## config.mk

```make
export PLATFORM = sky130hd
export DESIGN_NAME = mdio_mgmt_ctrl
export DESIGN_NICKNAME = d
export VERILOG_FILES = /design/src/rtl/mdio_ctl_pkg.sv /design/src/rtl/mdc_divider.sv /design/src/rtl/mdio_frame_engine.sv /design/src/rtl/mdio_mgmt_ctrl.sv
export SDC_FILE = /design/constraint.sdc
export NUM_CORES = 1
export LEC_CHECK = 0
export BUFFER_PORTS_ARGS = -buffer_cell sky130_fd_sc_hd__buf_2
export CAP_MARGIN = 20
export CORE_ASPECT_RATIO = 2
export CORE_UTILIZATION = 45
export DETAILED_ROUTE_END_ITERATION = 6
export GPL_TIMING_DRIVEN = 0
export PLACE_DENSITY_LB_ADDON = 0.08
export RECOVER_POWER = 100
export SETUP_SLACK_MARGIN = 0.3
export SYNTH_ARGS = -nofsm -noshare
export SYNTH_HDL_FRONTEND = slang
export SYNTH_SLANG_ARGS = --single-unit
```

## constraint.sdc

```tcl
create_clock -name clk -period 2.89 [get_ports clk]
set_clock_uncertainty 0.15 [all_clocks]
set_input_delay 0.289 -clock clk [delete_from_list [all_inputs] [get_ports clk]]
set_output_delay 0.289 -clock clk [all_outputs]
set_load 0.1 [all_outputs]
```

## src/rtl/mdio_ctl_pkg.sv

```systemverilog
package mdio_ctl_pkg;

    localparam int CMD_W        = 32;
    localparam int DATA_W       = 16;
    localparam int PRE_BITS     = 32;
    localparam int FRAME_BITS   = PRE_BITS + CMD_W;
    localparam int IDX_W        = $clog2(FRAME_BITS);
    // second turnaround bit of the frame: line released from here on reads
    localparam int RELEASE_BIT  = PRE_BITS + DATA_W - 1;
    localparam int DATA_FIRST   = PRE_BITS + DATA_W;

    typedef enum logic [1:0] {
        OP_WRITE = 2'b01,
        OP_READ  = 2'b10
    } mdio_op_e;

    typedef struct packed {
        logic [1:0]        start;
        logic [1:0]        op;
        logic [4:0]        phy_ad;
        logic [4:0]        reg_ad;
        logic [1:0]        ta;
        logic [DATA_W-1:0] data;
    } mdio_cmd_t;

    typedef struct packed {
        logic rise;
        logic fall;
    } mdc_tick_t;

    function automatic logic is_read(mdio_cmd_t c);
        return c.op == OP_READ;
    endfunction

endpackage

```

## src/rtl/mdc_divider.sv

```systemverilog
module mdc_divider
    import mdio_ctl_pkg::*;
#(
    parameter int DIV_LO = 48,
    parameter int DIV_HI = 64
) (
    input  logic      clk,
    input  logic      rst,
    input  logic      run,
    input  logic      sel,
    output logic      mdc,
    output mdc_tick_t tick
);
    localparam int MAXDIV = (DIV_HI > DIV_LO) ? DIV_HI : DIV_LO;
    localparam int CW     = $clog2(MAXDIV + 1);

    logic [CW-1:0] cnt;
    logic [CW-1:0] limit;
    logic [CW-1:0] half;

    always_comb begin
        limit     = sel ? CW'(DIV_HI) : CW'(DIV_LO);
        half      = limit >> 1;
        tick.rise = run && (cnt == half - CW'(1));
        tick.fall = run && (cnt == limit - CW'(1));
    end

    always_ff @(posedge clk) begin
        if (rst || !run) begin
            cnt <= '0;
            mdc <= 1'b0;
        end else if (tick.fall) begin
            cnt <= '0;
            mdc <= 1'b0;
        end else begin
            cnt <= cnt + CW'(1);
            if (tick.rise)
                mdc <= 1'b1;
        end
    end

endmodule

```

## src/rtl/mdio_frame_engine.sv

```systemverilog
module mdio_frame_engine
    import mdio_ctl_pkg::*;
(
    input  logic              clk,
    input  logic              rst,
    input  logic              en,
    input  logic              launch,
    input  mdio_cmd_t         word,
    input  mdc_tick_t         tick,
    input  logic              mdio_i,
    output logic              busy,
    output logic              mdio_o,
    output logic              mdio_oe,
    output logic              rd_done,
    output logic [DATA_W-1:0] rx_data
);
    logic [IDX_W-1:0] idx;
    logic             rd;
    logic             last_bit;
    logic             in_data;

    assign rd       = is_read(word);
    assign last_bit = idx == IDX_W'(FRAME_BITS - 1);
    assign in_data  = idx >= IDX_W'(DATA_FIRST);
    assign rd_done  = busy && en && rd && tick.fall && last_bit;

    always_comb begin
        if (!busy || idx < IDX_W'(PRE_BITS))
            mdio_o = 1'b1;
        else
            mdio_o = word[~idx[4:0]];
        mdio_oe = busy && !(rd && idx >= IDX_W'(RELEASE_BIT));
    end

    always_ff @(posedge clk) begin
        if (rst) begin
            busy    <= 1'b0;
            idx     <= '0;
            rx_data <= '0;
        end else if (!en) begin
            busy <= 1'b0;
            idx  <= '0;
        end else if (launch) begin
            busy <= 1'b1;
            idx  <= '0;
        end else if (busy) begin
            if (tick.rise && rd && in_data)
                rx_data <= {rx_data[DATA_W-2:0], mdio_i};
            if (tick.fall) begin
                if (last_bit) begin
                    busy <= 1'b0;
                    idx  <= '0;
                end else begin
                    idx <= idx + IDX_W'(1);
                end
            end
        end
    end

endmodule

```

## src/rtl/mdio_mgmt_ctrl.sv

```systemverilog
module mdio_mgmt_ctrl
    import mdio_ctl_pkg::*;
#(
    parameter int DIV_LO = 48,
    parameter int DIV_HI = 64
) (
    input  logic        clk,
    input  logic        rst,
    input  logic        mgmt_en,
    input  logic        div_sel,
    input  logic        cmd_wr,
    input  logic [31:0] cmd_wdata,
    output logic [31:0] cmd_rdata,
    output logic        port_idle,
    output logic        mdc,
    output logic        mdio_o,
    output logic        mdio_oe,
    input  logic        mdio_i
);
    mdio_cmd_t         cmd_q;
    logic              busy;
    logic              launch;
    logic              rd_done;
    logic [DATA_W-1:0] rx_data;
    mdc_tick_t         tick;

    assign launch    = cmd_wr && mgmt_en && !busy;
    assign port_idle = !busy;
    assign cmd_rdata = cmd_q;

    always_ff @(posedge clk) begin
        if (rst)
            cmd_q <= '0;
        else if (launch)
            cmd_q <= mdio_cmd_t'(cmd_wdata);
        else if (rd_done)
            cmd_q.data <= rx_data;
    end

    mdc_divider #(.DIV_LO(DIV_LO), .DIV_HI(DIV_HI)) div_i (
        .clk  (clk),
        .rst  (rst),
        .run  (busy && mgmt_en),
        .sel  (div_sel),
        .mdc  (mdc),
        .tick (tick)
    );

    mdio_frame_engine eng_i (
        .clk     (clk),
        .rst     (rst),
        .en      (mgmt_en),
        .launch  (launch),
        .word    (cmd_q),
        .tick    (tick),
        .mdio_i  (mdio_i),
        .busy    (busy),
        .mdio_o  (mdio_o),
        .mdio_oe (mdio_oe),
        .rd_done (rd_done),
        .rx_data (rx_data)
    );

endmodule

```

Word level (Yosys, flattened, before mapping)
Cells that the tools add are included.
{"block": "word_totals", "input_bits": 38, "out_inout_bits": 36, "reg_bits": 63}
{"block": "classes", "eq_ne": 4, "mux": 11, "add_sub_neg": 4, "n_reduce_logical": 23, "bitwise": 3, "n_lt_le_gt_ge": 4}
{"cell": "16-bit 2-to-1 mux", "count": 2}
{"cell": "7-bit == test", "count": 2}
{"cell": "6-bit greater-or-equal comparator, second input constant", "count": 2}
{"cell": "1-bit logical AND", "count": 12}
{"cell": "7-bit by 1-bit adder with 7-bit output, second input constant", "count": 1}
{"cell": "7-bit 2-to-1 mux", "count": 1}
{"cell": "6-bit by 1-bit subtractor with 7-bit output, second input constant", "count": 1}
{"cell": "7-bit by 1-bit subtractor with 7-bit output, second input constant", "count": 1}
{"cell": "6-bit by 1-bit adder with 6-bit output, second input constant", "count": 1}
{"cell": "6-bit == test, second input constant", "count": 1}
{"cell": "5-bit by 6-bit < comparator with 1-bit output, second input constant", "count": 1}
{"cell": "6-bit < comparator, second input constant", "count": 1}
{"cell": "1-bit 2-to-1 mux", "count": 6}
{"cell": "6-bit 2-to-1 mux", "count": 1}
{"cell": "1-bit binary-select mux with 5-bit select", "count": 1}
{"cell": "5-bit NOT", "count": 1}
{"cell": "4-bit AND reduction", "count": 1}
{"cell": "2-bit OR reduction", "count": 2}
{"cell": "1-bit zero test", "count": 3}
{"cell": "3-bit OR reduction", "count": 1}
{"cell": "2-bit == test, second input constant", "count": 1}
{"cell": "1-bit logical OR", "count": 2}
{"cell": "1-bit NOT", "count": 2}
{"cell": "2-bit AND reduction", "count": 1}
{"cell": "2-bit nonzero test", "count": 1}

Depth between registers and ports, before layout
{"block": "logic_depth", "word_depth": 8, "mapped_depth": 8}

Modules after synthesis
A second synthesis with hierarchy kept.
{"block": "unflattened", "hier_cells": 305, "hier_area_um2": 3219.3}
{"module": "mdio_mgmt_ctrl", "cells_per_inst": 146, "area_per_inst_um2": 1572.8, "instances": 1, "seq_area_each_um2": 640.6}
{"module": "mdio_frame_engine", "cells_per_inst": 117, "area_per_inst_um2": 1260.0, "instances": 1, "seq_area_each_um2": 460.4}
{"module": "mdc_divider", "cells_per_inst": 42, "area_per_inst_um2": 386.6, "instances": 1, "seq_area_each_um2": 160.2}

Least setup slack after synthesis
Ideal clock, no wire load.
{"block": "synth_path", "path_kind": "flip-flop to output port", "startpoint": "register cmd_q, in the netlist cmd_rdata[6]", "endpoint": "output port mdio_o", "t_arrival_ns": 3.089, "stages_incl_launch_ff": 6, "n_path_buf": 0, "required_ns": 2.451, "setup_slack_ns": -0.638, "path_cell_list": "dfxtp_1 > mux4_2 > o22ai_1 > a211oi_1 > o32ai_1 > nor2_1"}
{"block": "synth_via", "elab_chain_len": 3}
{"element": "start: declaration", "line_no": "mdio_mgmt_ctrl.sv:20", "rtl": "mdio_cmd_t cmd_q;"}
{"element": "start signal: assignment", "line_no": "mdio_mgmt_ctrl.sv:35", "rtl": "cmd_q <= mdio_cmd_t'(cmd_wdata);"}
{"element": "1-bit binary-select mux with 5-bit select", "line_no": "mdio_frame_engine.sv:31", "rtl": "mdio_o = word[~idx[4:0]];"}
{"element": "1-bit 2-to-1 mux (implied by the code)", "line_no": "mdio_frame_engine.sv:31"}
{"element": "1-bit 2-to-1 mux", "line_no": "mdio_frame_engine.sv:28", "rtl": "if (!busy || idx < IDX_W'(PRE_BITS))"}
{"element": "end: declaration", "line_no": "mdio_mgmt_ctrl.sv:16", "rtl": "output logic mdio_o,"}
No other way between the ends. The select of a mux whose other input is x is not followed.

Final worst setup path
{"block": "layout_path", "startpoint": "register eng_i.idx[0]", "endpoint": "output port mdio_o"}
{"block": "layout_via", "elab_chain_len": 4}
{"element": "start: declaration", "line_no": "mdio_frame_engine.sv:17", "rtl": "logic [IDX_W-1:0] idx;"}
{"element": "start signal: assignment", "line_no": "mdio_frame_engine.sv:54", "rtl": "idx <= idx + IDX_W'(1);"}
{"element": "5-bit NOT", "line_no": "mdio_frame_engine.sv:31"}
{"element": "1-bit binary-select mux with 5-bit select", "line_no": "mdio_frame_engine.sv:31"}
{"element": "1-bit 2-to-1 mux (implied by the code)", "line_no": "mdio_frame_engine.sv:31"}
{"element": "1-bit 2-to-1 mux (*)", "line_no": "mdio_frame_engine.sv:28"}
Mark *: on every way between the ends. The rest lies on a longest branch, timed or not. The select of a mux whose other input is x is not followed.

==> results.json <==
{
  "status": "finished clean",
  "yosys.area.top_type": "dfxtp_1",
  "max_freq_mhz": 374,
  "critPathKind": "flip-flop to output pin",
  "vias": 2474,
  "max-clock-path-buffers": 2,
  "worst_slew_pin_slew_ps": 1200,
  "die_area_mm2": 0.00666,
  "ys_seq_area_share_pct": 44.4,
  "yosys-top-cells-area": "dfxtp_1 44%, mux2i_1 14%, nor2_1 6.5%, nand2_1 4.9%, mux4_2 4.8%",
  "start_util_pct": 46.9,
  "synth-seq-cells": 63,
  "fin_area_mm2": 0.00364,
  "drt_iter0_markers": 110,
  "synth_warnings": 0,
  "setup_viol": 0,
  "area_growth_pct": 28.2,
  "post-synth-top-count-cell": "dfxtp_1",
  "use_met1_pct": 24.8,
  "min_period_ps": 2680,
  "syn-cell-area_mm2": 0.00284,
  "p_switching_uw": 644,
  "met3_usage_pct": 5.20,
  "cts_tree": "yes",
  "core_mm2": 0.00606,
  "grt-ovfl-total": 0,
  "cts_hold_buf": 0,
  "final-max-slew-violation-count": 0,
  "grt_usage_pct": 23.6,
  "drc": 0,
  "avgSynthCellArea_um2": 9.29,
  "worst_ep_arrival_time_ps": 2240,
  "clkSlewWorstSetupHoldPaths_ps": 50,
  "synth_top_area_share_pct": 44.4,
  "r2r_slack_ps": 420,
  "hpwl_um": 5290,
  "antennaDiodeCount": 0,
  "worstReg2RegEnd": "eng_i.rx_data[15]$_SDFFE_PP0P_",
  "cp.required_ps": 2450,
  "grtUsageMet2_pct": 42.6,
  "htreeDepth": 3,
  "worst_hold_path.num_cells": 3,
  "p_per_area_mw_per_mm2": 617,
  "drive_gt1_share_pct": 19.6,
  "p_leak_nw": 1.29,
  "drtAntennaViolNets": 0,
  "rr_worst_depth": 8,
  "yosys-top-cells-count": "63 x dfxtp_1, 49 x nor2_1, 39 x mux2i_1",
  "numPortBuffers": 73,
  "grt_antenna_before_repair": 0,
  "gp_congestion": 0.832,
  "critPathLaunchType": "flip-flop",
  "clkPwrFrac_pct": 44.6,
  "ctsRootBufferMaster": "clkbuf_16",
  "io-pin-count": 74,
  "slowest_delay_ps": 490,
  "cts_buffers": 9,
  "p_sw_share_pct": 28.7,
  "ys_types": 38,
  "clkLatencyLatePin_ps": 330,
  "final_nets": 434,
  "die_h_um": 114,
  "first_global_vias": 2480,
  "grt_max_degree": 11,
  "critPathMaxFanout": 2,
  "grt_pass1_wl_um": 11800,
  "syn_inst": 306,
  "final-hold-violation-count": 0,
  "synth_fp_nets": 346,
  "top_usage_layer": "met2",
  "totalPowerFinal_mw": 2.25,
  "row_count": 40,
  "hp-class": "input pin to flip-flop",
  "wl_per_cell_um": 15.1,
  "cts_sinks": 63,
  "detail_route.first_pass.iterations": 4,
  "post-route-util_pct": 60.2,
  "drt_wl_total_um": 7270,
  "grt_setup_unrepaired": "true",
  "dpl.cell_count": 463,
  "ir_drop_v": 0.000605,
  "dieWidth_um": 58.2,
  "crit_chain": "clkbuf_8 > mux4_2 > o22ai_2 > a211oi_2 > o32ai_1 > nor2_4 > buf_12",
  "placed_area_mm2": 0.00332,
  "power_frac_comb_pct": 14.6,
  "p_int_mw": 1.60,
  "cp-startpoint": "eng_i.idx[0]$_SDFFE_PP0P_",
  "synth-edff-count": 0,
  "ys.flop_type": "dfxtp_1",
  "drt-vias-per-instance": 5.13,
  "cap_violations": 0,
  "slew_headroom_pct": 20.4,
  "crit_path_end_kind": "output pin",
  "cp-endpoint": "mdio_o",
  "rr_startpoint": "eng_i.busy$_SDFF_PP0_",
  "synthArstFlopShare_pct": 0,
  "setup_tns_ps": 0,
  "pwr-share-seq_pct": 40.9,
  "period_share_pct": 92.6,
  "fin_cells": 482,
  "crit_slowest_cell": "mux4_2"
}
[worst max-delay path, delay by kind of cell (launching register included)]
family | cells | cell delay [ps]
AND/OR/NAND/NOR | 1 | 90
flip-flops | 1 | 340
multiplexers | 1 | 490
AO/OA/AOI/OAI | 3 | 670
buffers and inverters | 2 | 320
[placed cells by master, fill, tap and decap left out, types with 4 or more instances in the layout]
cell type and count:
nand3_1 7, clkbuf_1 52, a211oi_1 16, nand2_1 37, buf_4 5, dfxtp_1 61, mux4_2 6, a21oi_1 18
xor2_1 4, mux2i_1 39, buf_2 38, clkbuf_8 4, xnor2_1 6, nor2_1 47, clkbuf_16 9, inv_1 6
[sequential cells by signal, summed over array words and instances, names as in the netlist]
signal	cells
div_i.mdc	1
eng_i.idx	6
eng_i.rx_data	16
cmd_rdata	32
div_i.cnt	7
eng_i.busy	1
[metrics by stage]
| step | setup slack (ps) | hold WS (ps) |
|---|---|---|
| 2_1_floorplan | 88.0 | 263 |
| 3_3_place_gp | 60.4 | 273 |
| 3_5_place_dp | 31.2 | 282 |
| 4_1_cts | 323 | 37.7 |
| 5_1_grt | 159 | 55.0 |
| 6_report | 213 | 47.2 |
[cell type report]
| class | count | area (µm²) |
|---|---|---|
| inverters | 6 | 22.5 |
| plain buffers | 21 | 130 |
| repair buffers | 77 | 367 |
| well taps | 84 | 105 |
| flip-flops and latches | 63 | 1270 |
| multi-input cells | 216 | 1480 |
| fillers | 592 | 2410 |
| clock buffers | 15 | 278 |
[per-layer routing]
layer / vias up / share of wire, %
li1: 1242 / -
met1: 1143 / 39
met2: 72 / 54
met3: 17 / 4.2
met4: 0 / 2.8
met5: - / 0
[kinds of logic after synthesis]
kind of cell    synth area share (%)
compound gates                  10.1
xor+xnor                        3.08
fa+ha+maj                      0.880
buf+inv                         4.53
flops                           44.4
mux                             18.9
simple gates                    18.2
[power groups by stage]
stage	Clock [mW]	Sequential (mW)	Combinational (mW)
after floorplan	0	1.11	0.0805
final	1.00	0.918	0.327
after global placement	0	0.936	0.335
after CTS	1.03	0.918	0.338
after global routing	1.06	0.920	0.344
after detailed placement	0	0.936	0.336
[repair_timing]
item / 4_1_cts / 5_1_grt
endpoints found under the setup margin: 1 / 1
setup buffers: 3 / 1
endpoints found under the hold margin: 0 / 0
cloned: 0 / 0
pin swaps: 1 / 2
gates resized for setup: 17 / 4
[how the worst min path moves through the flow]
| stage | from | endpoint | slack [ps] |
|---|---|---|---|
| after floorplan | div_i.cnt[0]$_SDFF_PP0_ | div_i.cnt[0]$_SDFF_PP0_ | 260 |
| after global placement | div_i.cnt[0]$_SDFF_PP0_ | div_i.cnt[0]$_SDFF_PP0_ | 270 |
| after detailed placement | div_i.cnt[0]$_SDFF_PP0_ | div_i.cnt[0]$_SDFF_PP0_ | 280 |
| after CTS | cmd_wdata[17] | cmd_rdata[17]$_SDFFE_PP0P_ | 40 |
| after global routing | cmd_wdata[23] | cmd_rdata[23]$_SDFFE_PP0P_ | 60 |
| final | cmd_wdata[17] | cmd_rdata[17]$_SDFFE_PP0P_ | 50 |
Power figures use the tool's default switching activity.
